--- src/rtl/sq_pkg.sv ---
package sq_pkg;
  typedef enum logic [1:0] {
    SZ_BYTE = 2'd0,
    SZ_HALF = 2'd1,
    SZ_WORD = 2'd2,
    SZ_WRSV = 2'd3
  } sz_e;
endpackage

--- src/rtl/sq_slot.sv ---
module sq_slot #(
  parameter int AW = 32,
  parameter int DW = 32
) (
  input  logic           clk_i,
  input  logic           rst_ni,
  input  logic           clr_i,
  input  logic           aw_i,
  input  logic [AW-1:0]  addr_i,
  input  sq_pkg::sz_e    sz_i,
  input  logic           dw_i,
  input  logic [DW-1:0]  data_i,
  input  logic           sel_i,
  output logic           addr_ok_o,
  output logic           data_ok_o,
  output logic [AW-1:0]  addr_o,
  output sq_pkg::sz_e    sz_o,
  output logic [DW-1:0]  data_o
);
  always_ff @(posedge clk_i or negedge rst_ni) begin
    if (!rst_ni) begin
      addr_ok_o <= 1'b0;
      data_ok_o <= 1'b0;
      addr_o    <= '0;
      sz_o      <= sq_pkg::SZ_BYTE;
      data_o    <= '0;
    end else begin
      // a write in the allocation cycle wins over the clear
      if (clr_i) begin
        addr_ok_o <= 1'b0;
        data_ok_o <= 1'b0;
      end
      if (aw_i) begin
        addr_ok_o <= 1'b1;
        addr_o    <= addr_i;
        sz_o      <= sz_i;
      end
      if (dw_i) begin
        data_ok_o <= 1'b1;
        data_o    <= data_i;
      end
    end
  end

  AST_SEL_COMPLETE: assert property (@(posedge clk_i) disable iff (!rst_ni)
    sel_i |-> (addr_ok_o && data_ok_o));
endmodule

--- src/rtl/sq_lane_fmt.sv ---
module sq_lane_fmt #(
  parameter int AW = 32,
  parameter int DW = 32,
  parameter int LANES = DW / 8,
  parameter int OFW = $clog2(LANES)
) (
  input  logic [AW-1:0]    addr_i,
  input  sq_pkg::sz_e      sz_i,
  input  logic [DW-1:0]    data_i,
  output logic [AW-1:0]    addr_o,
  output logic [LANES-1:0] be_o,
  output logic [DW-1:0]    data_o
);
  logic [OFW-1:0] lo;
  logic [OFW:0]   nbytes;
  logic [OFW:0]   lo_x;
  logic [OFW:0]   hi_x;

  assign lo   = addr_i[OFW-1:0];
  assign lo_x = {1'b0, lo};
  assign hi_x = lo_x + nbytes;

  always_comb begin
    unique case (sz_i)
      sq_pkg::SZ_BYTE: nbytes = (OFW+1)'(1);
      sq_pkg::SZ_HALF: nbytes = (OFW+1)'(2);
      default:         nbytes = (OFW+1)'(4);
    endcase
  end

  for (genvar l = 0; l < LANES; l++) begin : g_lane
    localparam logic [OFW:0] LANE = (OFW+1)'(l);
    assign be_o[l] = (LANE >= lo_x) && (LANE < hi_x);
  end

  assign data_o = data_i << {lo, 3'b000};
  assign addr_o = {addr_i[AW-1:OFW], {OFW{1'b0}}};
endmodule

--- src/rtl/store_queue.sv ---
module store_queue #(
  parameter int DEPTH = 8,
  parameter int AW    = 32,
  parameter int DW    = 32,
  parameter int IDW   = $clog2(DEPTH)
) (
  input  logic            clk_i,
  input  logic            rst_ni,
  input  logic            alloc_valid_i,
  output logic            alloc_ready_o,
  output logic [IDW-1:0]  alloc_id_o,
  input  logic            addr_valid_i,
  input  logic [IDW-1:0]  addr_id_i,
  input  logic [AW-1:0]   addr_i,
  input  logic [1:0]      size_i,
  input  logic            data_valid_i,
  input  logic [IDW-1:0]  data_id_i,
  input  logic [DW-1:0]   data_i,
  input  logic            commit_i,
  input  logic            flush_i,
  output logic            mem_valid_o,
  input  logic            mem_ready_i,
  output logic [AW-1:0]   mem_addr_o,
  output logic [DW/8-1:0] mem_be_o,
  output logic [DW-1:0]   mem_data_o
);
  // DEPTH must be a power of two: pointers carry one wrap bit
  localparam int PW = IDW + 1;
  localparam logic [PW-1:0] FULL_CNT = PW'(DEPTH);

  logic [PW-1:0]  head_q, cmt_q, tail_q, cmt_nxt, used;
  logic [IDW-1:0] head_idx;
  logic           full, alloc_fire, commit_fire, mem_fire, has_cmt, has_pend;

  logic [DEPTH-1:0] aok, dok;
  logic [AW-1:0]    s_addr [DEPTH];
  sq_pkg::sz_e      s_sz   [DEPTH];
  logic [DW-1:0]    s_data [DEPTH];

  assign used          = tail_q - head_q;
  assign full          = (used == FULL_CNT);
  assign alloc_ready_o = !full && !flush_i;
  assign alloc_fire    = alloc_valid_i && alloc_ready_o;
  assign alloc_id_o    = tail_q[IDW-1:0];
  assign has_cmt       = (cmt_q != head_q);
  assign has_pend      = (tail_q != cmt_q);
  assign commit_fire   = commit_i && has_pend;
  assign cmt_nxt       = cmt_q + PW'(commit_fire);
  assign head_idx      = head_q[IDW-1:0];
  assign mem_valid_o   = has_cmt && aok[head_idx] && dok[head_idx];
  assign mem_fire      = mem_valid_o && mem_ready_i;

  always_ff @(posedge clk_i or negedge rst_ni) begin
    if (!rst_ni) begin
      head_q <= '0;
      cmt_q  <= '0;
      tail_q <= '0;
    end else begin
      head_q <= head_q + PW'(mem_fire);
      cmt_q  <= cmt_nxt;
      tail_q <= flush_i ? cmt_nxt : tail_q + PW'(alloc_fire);
    end
  end

  for (genvar i = 0; i < DEPTH; i++) begin : g_slot
    localparam logic [IDW-1:0] ID = IDW'(i);
    sq_slot #(.AW(AW), .DW(DW)) u_slot (
      .clk_i     (clk_i),
      .rst_ni    (rst_ni),
      .clr_i     (alloc_fire && (alloc_id_o == ID)),
      .aw_i      (addr_valid_i && (addr_id_i == ID)),
      .addr_i    (addr_i),
      .sz_i      (sq_pkg::sz_e'(size_i)),
      .dw_i      (data_valid_i && (data_id_i == ID)),
      .data_i    (data_i),
      .sel_i     (mem_fire && (head_idx == ID)),
      .addr_ok_o (aok[i]),
      .data_ok_o (dok[i]),
      .addr_o    (s_addr[i]),
      .sz_o      (s_sz[i]),
      .data_o    (s_data[i])
    );
  end

  sq_lane_fmt #(.AW(AW), .DW(DW)) u_fmt (
    .addr_i (s_addr[head_idx]),
    .sz_i   (s_sz[head_idx]),
    .data_i (s_data[head_idx]),
    .addr_o (mem_addr_o),
    .be_o   (mem_be_o),
    .data_o (mem_data_o)
  );

  AST_NO_OVERFLOW: assert property (@(posedge clk_i) disable iff (!rst_ni)
    used <= FULL_CNT);
  AST_ALLOC_SEQ: assert property (@(posedge clk_i) disable iff (!rst_ni)
    alloc_fire |=> (alloc_id_o == IDW'($past(alloc_id_o) + 1'b1)));
  AST_CMT_BOUND: assert property (@(posedge clk_i) disable iff (!rst_ni)
    (cmt_q - head_q) <= used);
  AST_MEM_HOLD: assert property (@(posedge clk_i) disable iff (!rst_ni)
    (mem_valid_o && !mem_ready_i) |=> (mem_valid_o && $stable(mem_addr_o)
      && $stable(mem_be_o) && $stable(mem_data_o)));
  AST_FLUSH_CLEAN: assert property (@(posedge clk_i) disable iff (!rst_ni)
    flush_i |=> (tail_q == cmt_q));
endmodule

--- config.mk ---
export PLATFORM = sky130hd
export DESIGN_NAME = store_queue
export DESIGN_NICKNAME = d
export VERILOG_FILES = /design/src/rtl/sq_pkg.sv /design/src/rtl/sq_slot.sv /design/src/rtl/sq_lane_fmt.sv /design/src/rtl/store_queue.sv
export SDC_FILE = /design/constraint.sdc
export NUM_CORES = 1
export LEC_CHECK = 0
export CAP_MARGIN = 10
export CORE_MARGIN = 4
export CORE_UTILIZATION = 55
export DETAILED_ROUTE_END_ITERATION = 10
export PLACE_DENSITY_LB_ADDON = 0.12
export SYNTH_ARGS = -nofsm -noshare
export SYNTH_HDL_FRONTEND = slang
export SYNTH_SLANG_ARGS = --single-unit
--- constraint.sdc ---
create_clock -name clk_i -period 8.3 [get_ports clk_i]
set_input_delay 1.66 -clock clk_i [delete_from_list [all_inputs] [get_ports clk_i]]
set_output_delay 1.66 -clock clk_i [all_outputs]
set_load 0.005 [all_outputs]
==> summary.txt, run 1 <==
Finish
  • Fill cells: 3373
  • Most common cell after layout, fill and taps aside: dfrtp_1
  • Share of layout cells above drive strength 1: 42.6%
  • Commonest cells after routing, fill and taps aside: 553 x dfrtp_1, 538 x mux2_2, 164 x nand2_1, 149 x clkdlybuf4s50_1, 130 x mux4_2
  • Area Growth Syn to Fin: 15.1%
  • Register area: 0.0139 mm^2
  • Area of the multi-input gates: 0.0112 mm^2
  • Fin util: 64.6%
  • Post-Layout Cell Count: 2507
  • Nets@finish: 1950

Synth
  • Synth unique cells: 45
  • Async SR Flop Fraction: 100%
  • Synthesized area: 0.0257 mm^2
  • Sequential share of the synthesized area: 54.2%
  • #FFs+latches synth: 556
  • Cells after Synth: 1742
  • EDFF count, synth: 0
  • Yosys warns: 0
  • Top_reg_cell synth: dfrtp_1
  • Avg Inst Size Synth: 14.7 um^2

Critical path
  • Max FO, Critical Path: 41
  • CP endpoint kind: output port
  • CP Data Arrival Time: 5.16 ns
  • FF-to-FF path depth: 9
  • Family with the most delay on the worst path: buffers and inverters
  • Slowest CP cell: mux2i_4
  • Crit Path Category: reg -> out
  • Critical Path Most Common Cell: inv_2
  • Critical path data required time: 6.64 ns
  • CP bufs+invs: 5
  • Critical Path Sink: mem_be_o[2]
  • R2R Path Start: head_q[1]
  • Worst-path cell chain: inv_2 -> buf_4 -> mux2i_4 -> inv_2 -> ha_1 -> inv_1 -> fa_1 -> nand2b_1 -> a22oi_2 -> clkdlybuf4s50_1
  • Crit path largest cell delay: 0.79 ns
  • Crit path launch type: register
  • CP Launch Point: head_q[2]
  • Stages on the worst setup path: 10
  • Worst reg2reg endpoint: tail_q[1]
  • R2R setup slack: 4.40 ns

Global routing
  • GRT overflow: 0
  • Vias in the first global route: 16301
  • Largest net degree at the start of global routing: 171
  • First-pass GRT wire length: 94800 um
  • Total track usage: 24.0%
  • Initial antenna violation count: 5

Hold path
  • Hold Crit Class: reg -> reg
  • Hold_sp: g_slot[6].u_slot.data_o[4]

Power
  • Worst IR Drop VDD: 0.000523 V
  • Pwr per Cell Area: 364 mW/mm^2
  • Leakage: 0.0124 uW

Timing
  • Fin crit share: 82.2%
  • Final Critical Period: 6.82 ns
  • Worst slew pin tran: 0.896 ns
  • Final setup vio count: 0
  • Setup Skew: 0.00479 ns
  • Slew HR: 40.3%
  • Final hold vios: 0
  • Max Freq: 0.147 GHz
  • Slew Viols, Final: 0
  • Total negative slack: 0 ns
  • RSZ-0062 raised after global routing: no
  • Min Hold Slack: 0.497 ns

Status
  • Status: completed

Die
  • CORE AREA: 0.0458 mm^2
  • Die H: 224 um
  • Rows: 78
  • Initial Util: 56.1%
  • Die area: 0.0502 mm^2
  • Die Wd: 224 um
  • Io pins: 153

Detailed routing
  • Via density: 6.02
  • Drt total wl: 59300 um
  • Vias: 15092
  • DRT Pass-1 Iters: 5
  • Residual DRC: 0
  • Number of nets with antenna violations after routing: 0
  • First DRT Iteration DRCs: 1041
  • WL per Instance: 23.7 um

CTS
  • Post-CTS Setup Repair Bufs: 0
  • Clock slew seen by the registers of the worst setup and hold paths: 0.06 ns
  • CTS sink cnt: 556
  • Post-CTS sizing: 0
  • H-Tree Depth: 2
  • Max Root-Sink Buffers: 3
  • Clock Latency Late Sink: 0.60 ns
  • Post-CTS Hold Fix Bufs: 0
  • CTS tree: built
  • Root buf cell: clkbuf_16
  • CTS Buf Count: 58

Placed design
  • PortBufs: 150
  • Dpl hpwl: 34300 um
  • Routability Congestion: 0.867
  • Dpl cells: 2399

Job
  • MaxCap Viol Count: 0
-- final cells by class --
cell class                      instances  share of cell area [%]
Sequential cell                       556                    47.1
Multi-Input combinational cell       1057                    37.7
Clock buffer                           92                    6.03
Timing Repair Buffer                  176                    5.88
Tap cell                              600                    2.54
Clock inverter                         12                   0.571
Inverter                               10                   0.127
Antenna cell                            4                  0.0338
-- metal layers --
metal  track usage, %  wire [um]  vias to the layer above
met5                0         13                        -
met4             5.73       1300                        2
met3             4.36       3080                       98
met2             40.4      29500                      345
met1             33.1      25500                     8025
li1                 -          -                     6622
-- power breakdown --
part | leakage (uW) | switching (uW) | internal [uW] | total [uW]
Combinational | 0.00478 | 1940 | 2330 | 4270
Sequential | 0.00665 | 507 | 3350 | 3860
Clock | 0.000959 | 1050 | 1590 | 2630
-- cells in the mapped netlist, types with 6 or more instances --
cell / count / share of area [%]
mux2_2: 538 / 24
nand3_1: 29 / 0.57
inv_1: 6 / 0.088
nand2_1: 164 / 2.4
ha_1: 10 / 0.49
buf_6: 8 / 0.35
nor3_1: 9 / 0.18
buf_4: 15 / 0.44
a21oi_1: 15 / 0.29
dfrtp_1: 556 / 54
buf_2: 59 / 1.1
a31oi_1: 10 / 0.24
mux4_2: 130 / 11
xor2_1: 11 / 0.38
a31o_1: 8 / 0.27
nor2_1: 26 / 0.38
nor2b_1: 8 / 0.19
nand2b_1: 6 / 0.15
clkbuf_1: 32 / 0.47
o21ai_1: 33 / 0.64
o21ai_0: 6 / 0.12
buf_1: 6 / 0.088
xnor2_1: 6 / 0.20
-- logic make-up (layout without fill, tap and decap cells) --
kind of cell               Yosys count  count (layout)  share of synthesized area [%]
muxes                              674             674                           35.3
buffers and inverters              130             290                           2.64
adders and majority gates           11              11                          0.565
AOI/OAI and AO/OA                   85              85                           2.08
xor gates and xnor gates            17              17                          0.580
and+or+nand+nor                    268             268                           4.65
other                                1               6                         0.0146
DFF                                556             556                           54.2
-- through the flow --
step	total power (uW)	worst slack, ns	instance area, um^2
4_1_cts	10900	1.49	29600
3_5_place_dp	8170	2.18	27600
5_1_grt	11400	1.19	29600
3_3_place_gp	8090	2.19	27600
6_report	10800	1.48	29600
2_1_floorplan	6500	3.91	25700
-- worst min path at each step --
| stage | end | slack, ns | depth (start not counted) |
|---|---|---|---|
| after floorplan | g_slot[3].u_slot.data_ok_o | 0.46 | 2 |
| after global placement | g_slot[6].u_slot.addr_o[29] | 0.48 | 1 |
| after CTS | g_slot[6].u_slot.addr_o[4] | 0.50 | 1 |
| after detailed placement | g_slot[6].u_slot.addr_o[4] | 0.49 | 1 |
| final | g_slot[6].u_slot.data_o[4] | 0.50 | 1 |
| after global routing | g_slot[6].u_slot.addr_o[31] | 0.51 | 1 |
-- registers in the layout (all words and copies together), names as in the netlist --
signal                   cells
cmt_q                        4
g_slot.u_slot.addr_o       256
g_slot.u_slot.sz_o          16
g_slot.u_slot.data_ok_o      8
head_q                       4
g_slot.u_slot.data_o       256
tail_q                       4
g_slot.u_slot.addr_ok_o      8
Note: power is estimated with default switching activity, not from simulation.
==> run 2, diff against run 1 <==
- clock period: 8.3 -> 6.7 ns (I/O delays scaled with it)
==> run 2 against run 1 <==
  * Critical path type unchanged
  * Wire length rose by 0.57%
  * Worst setup slack worse by 0.66 ns
  * Combinational power up 26%
==> summary.txt, run 2 (synthesis results as in run 1) <==
CTS
  • CTS sink cnt: 556
  • Post-CTS sizing: 0
  • CTS tree: built
  • Root buf cell: clkbuf_16
  • Clock slew seen by the registers of the worst setup and hold paths: 0.06 ns
  • Post-CTS Setup Repair Bufs: 0
  • H-Tree Depth: 2
  • Max Root-Sink Buffers: 3
  • Post-CTS Hold Fix Bufs: 0
  • CTS Buf Count: 58
  • Clock Latency Late Sink: 0.61 ns

Finish
  • Nets@finish: 1954
  • Register area: 0.0139 mm^2
  • Share of layout cells above drive strength 1: 43.1%
  • Commonest cells after routing, fill and taps aside: 553 x dfrtp_1, 538 x mux2_2, 164 x nand2_1, 149 x clkdlybuf4s50_1, 130 x mux4_2
  • Area of the multi-input gates: 0.0112 mm^2
  • Regs by FF count: g_slot.u_slot.addr_o (256), g_slot.u_slot.data_o (256), g_slot.u_slot.sz_o (16)
  • Fill cells: 3432
  • Design Area, Final: 0.0296 mm^2
  • Most common cell after layout, fill and taps aside: dfrtp_1
  • Area Growth Syn to Fin: 15.4%

Critical path
  • CP endpoint kind: output port
  • R2R Path Start: head_q[0]
  • Critical path data required time: 5.36 ns
  • Worst-path cell chain: inv_2 -> buf_4 -> mux2i_4 -> and3_1 -> ha_1 -> inv_1 -> fa_1 -> xnor2_1 -> a21oi_1 -> clkdlybuf4s50_1
  • Max FO, Critical Path: 42
  • CP Data Arrival Time: 4.54 ns
  • Worst reg2reg endpoint: tail_q[1]
  • CP Launch Point: head_q[2]
  • Crit path launch type: register
  • Crit Path Category: reg -> out
  • Crit path largest cell delay: 0.75 ns
  • Slowest CP cell: dfrtp_4
  • R2R setup slack: 3.05 ns
  • FF-to-FF path depth: 9

Hold path
  • Sink of the worst hold path: g_slot[3].u_slot.data_ok_o
  • Hold Crit Depth: 2
  • Hold_sp: g_slot[3].u_slot.data_ok_o
  • Hold Crit Class: reg -> reg

Status
  • Status: completed

Timing
  • Max Freq: 0.170 GHz
  • Total negative slack: 0 ns
  • Final hold vios: 0
  • Setup Skew: 0.00920 ns
  • Min Hold Slack: 0.499 ns
  • Slew HR: 36.5%
  • Slew Viols, Final: 0
  • Final Critical Period: 5.88 ns
  • RSZ-0062 raised after global routing: no
  • Fin crit share: 87.7%
  • Worst slew pin tran: 0.953 ns
  • Final setup vio count: 0

Placed design
  • Dpl hpwl: 34900 um
  • Post-placement cell area: 0.0277 mm^2
  • Routability Congestion: 0.827
  • PortBufs: 150

Detailed routing
  • Vias: 15082
  • Residual DRC: 0
  • Via density: 6.00
  • DRT Pass-1 Iters: 4
  • First DRT Iteration DRCs: 954
  • Number of nets with antenna violations after routing: 0
  • Drt total wl: 59700 um
  • WL per Instance: 23.8 um

Die
  • Die area: 0.0502 mm^2
  • Die H: 224 um
  • Rows: 78
  • CORE AREA: 0.0458 mm^2
  • Die Wd: 224 um
  • Io pins: 153
  • Initial Util: 56.1%

Power
  • Leakage: 0.0124 uW
  • Pwr per Cell Area: 451 mW/mm^2
  • Worst IR Drop VDD: 0.000703 V

Global routing
  • First-pass GRT wire length: 95000 um
  • Initial antenna violation count: 6
  • Vias in the first global route: 16384
  • Largest net degree at the start of global routing: 166
  • Total track usage: 24.1%
  • GRT overflow: 0

Job
  • MaxCap Viol Count: 0
-- run 2: cell count changes in the layout (fill, tap and decap cells not counted), moves of 2 or more --
cell	change
clkbuf_8	+8
clkbuf_1	-6
buf_4	+3
clkinvlp_4	+3
clkbuf_16	-2
-- run 2: area by class of cell --
cell class	instances	share of cell area (%)
Sequential cell	556	47.0
Inverter	10	0.127
Clock inverter	15	0.553
Clock buffer	92	6.14
Tap cell	600	2.53
Multi-Input combinational cell	1057	37.7
Timing Repair Buffer	180	6.01
Antenna cell	3	0.0253
-- run 2: report_power, final --
part	internal, uW	total [uW]	switching [uW]
Clock	1970	3290	1320
Combinational	2900	5370	2460
Sequential	4150	4720	573
Total	9020	13400	4360
-- run 2: routing by layer --
layer | wire length (um) | GRT usage, % | up-vias
met5 | 27 | 0 | -
met1 | 25900 | 33.1 | 8032
met3 | 2940 | 4.64 | 97
li1 | - | - | 6633
met4 | 1580 | 6.98 | 4
met2 | 29200 | 39.8 | 316
-- run 2: worst max path at each step --
stage | end
after floorplan | mem_be_o[1]
after global placement | mem_be_o[1]
after detailed placement | mem_be_o[2]
after CTS | mem_be_o[2]
after global routing | mem_be_o[1]
final | mem_be_o[1]
-- run 2: metrics by stage --
stage / power [uW] / cells / utilization [%] / setup slack, ns
3_5_place_dp: 10200 / 2403 / 60.4 / 1.47
3_3_place_gp: 10000 / 2403 / 60.4 / 1.48
6_report: 13400 / 2513 / 64.8 / 0.822
4_1_cts: 13500 / 2510 / 64.8 / 0.797
5_1_grt: 14100 / 2512 / 64.8 / 0.584
2_1_floorplan: 8050 / 1743 / - / 2.63
-- run 2: critical path: cells and delay by family (launching register included) --
| kind | cells | cell delay [ns] |
|---|---|---|
| buffers and inverters | 4 | 1.51 |
| DFF | 1 | 0.75 |
| adders and majority gates | 2 | 0.56 |
| muxes | 1 | 0.44 |
| xor gates and xnor gates | 1 | 0.31 |
| and+or+nand+nor | 1 | 0.21 |
| AOI/OAI and AO/OA | 1 | 0.12 |
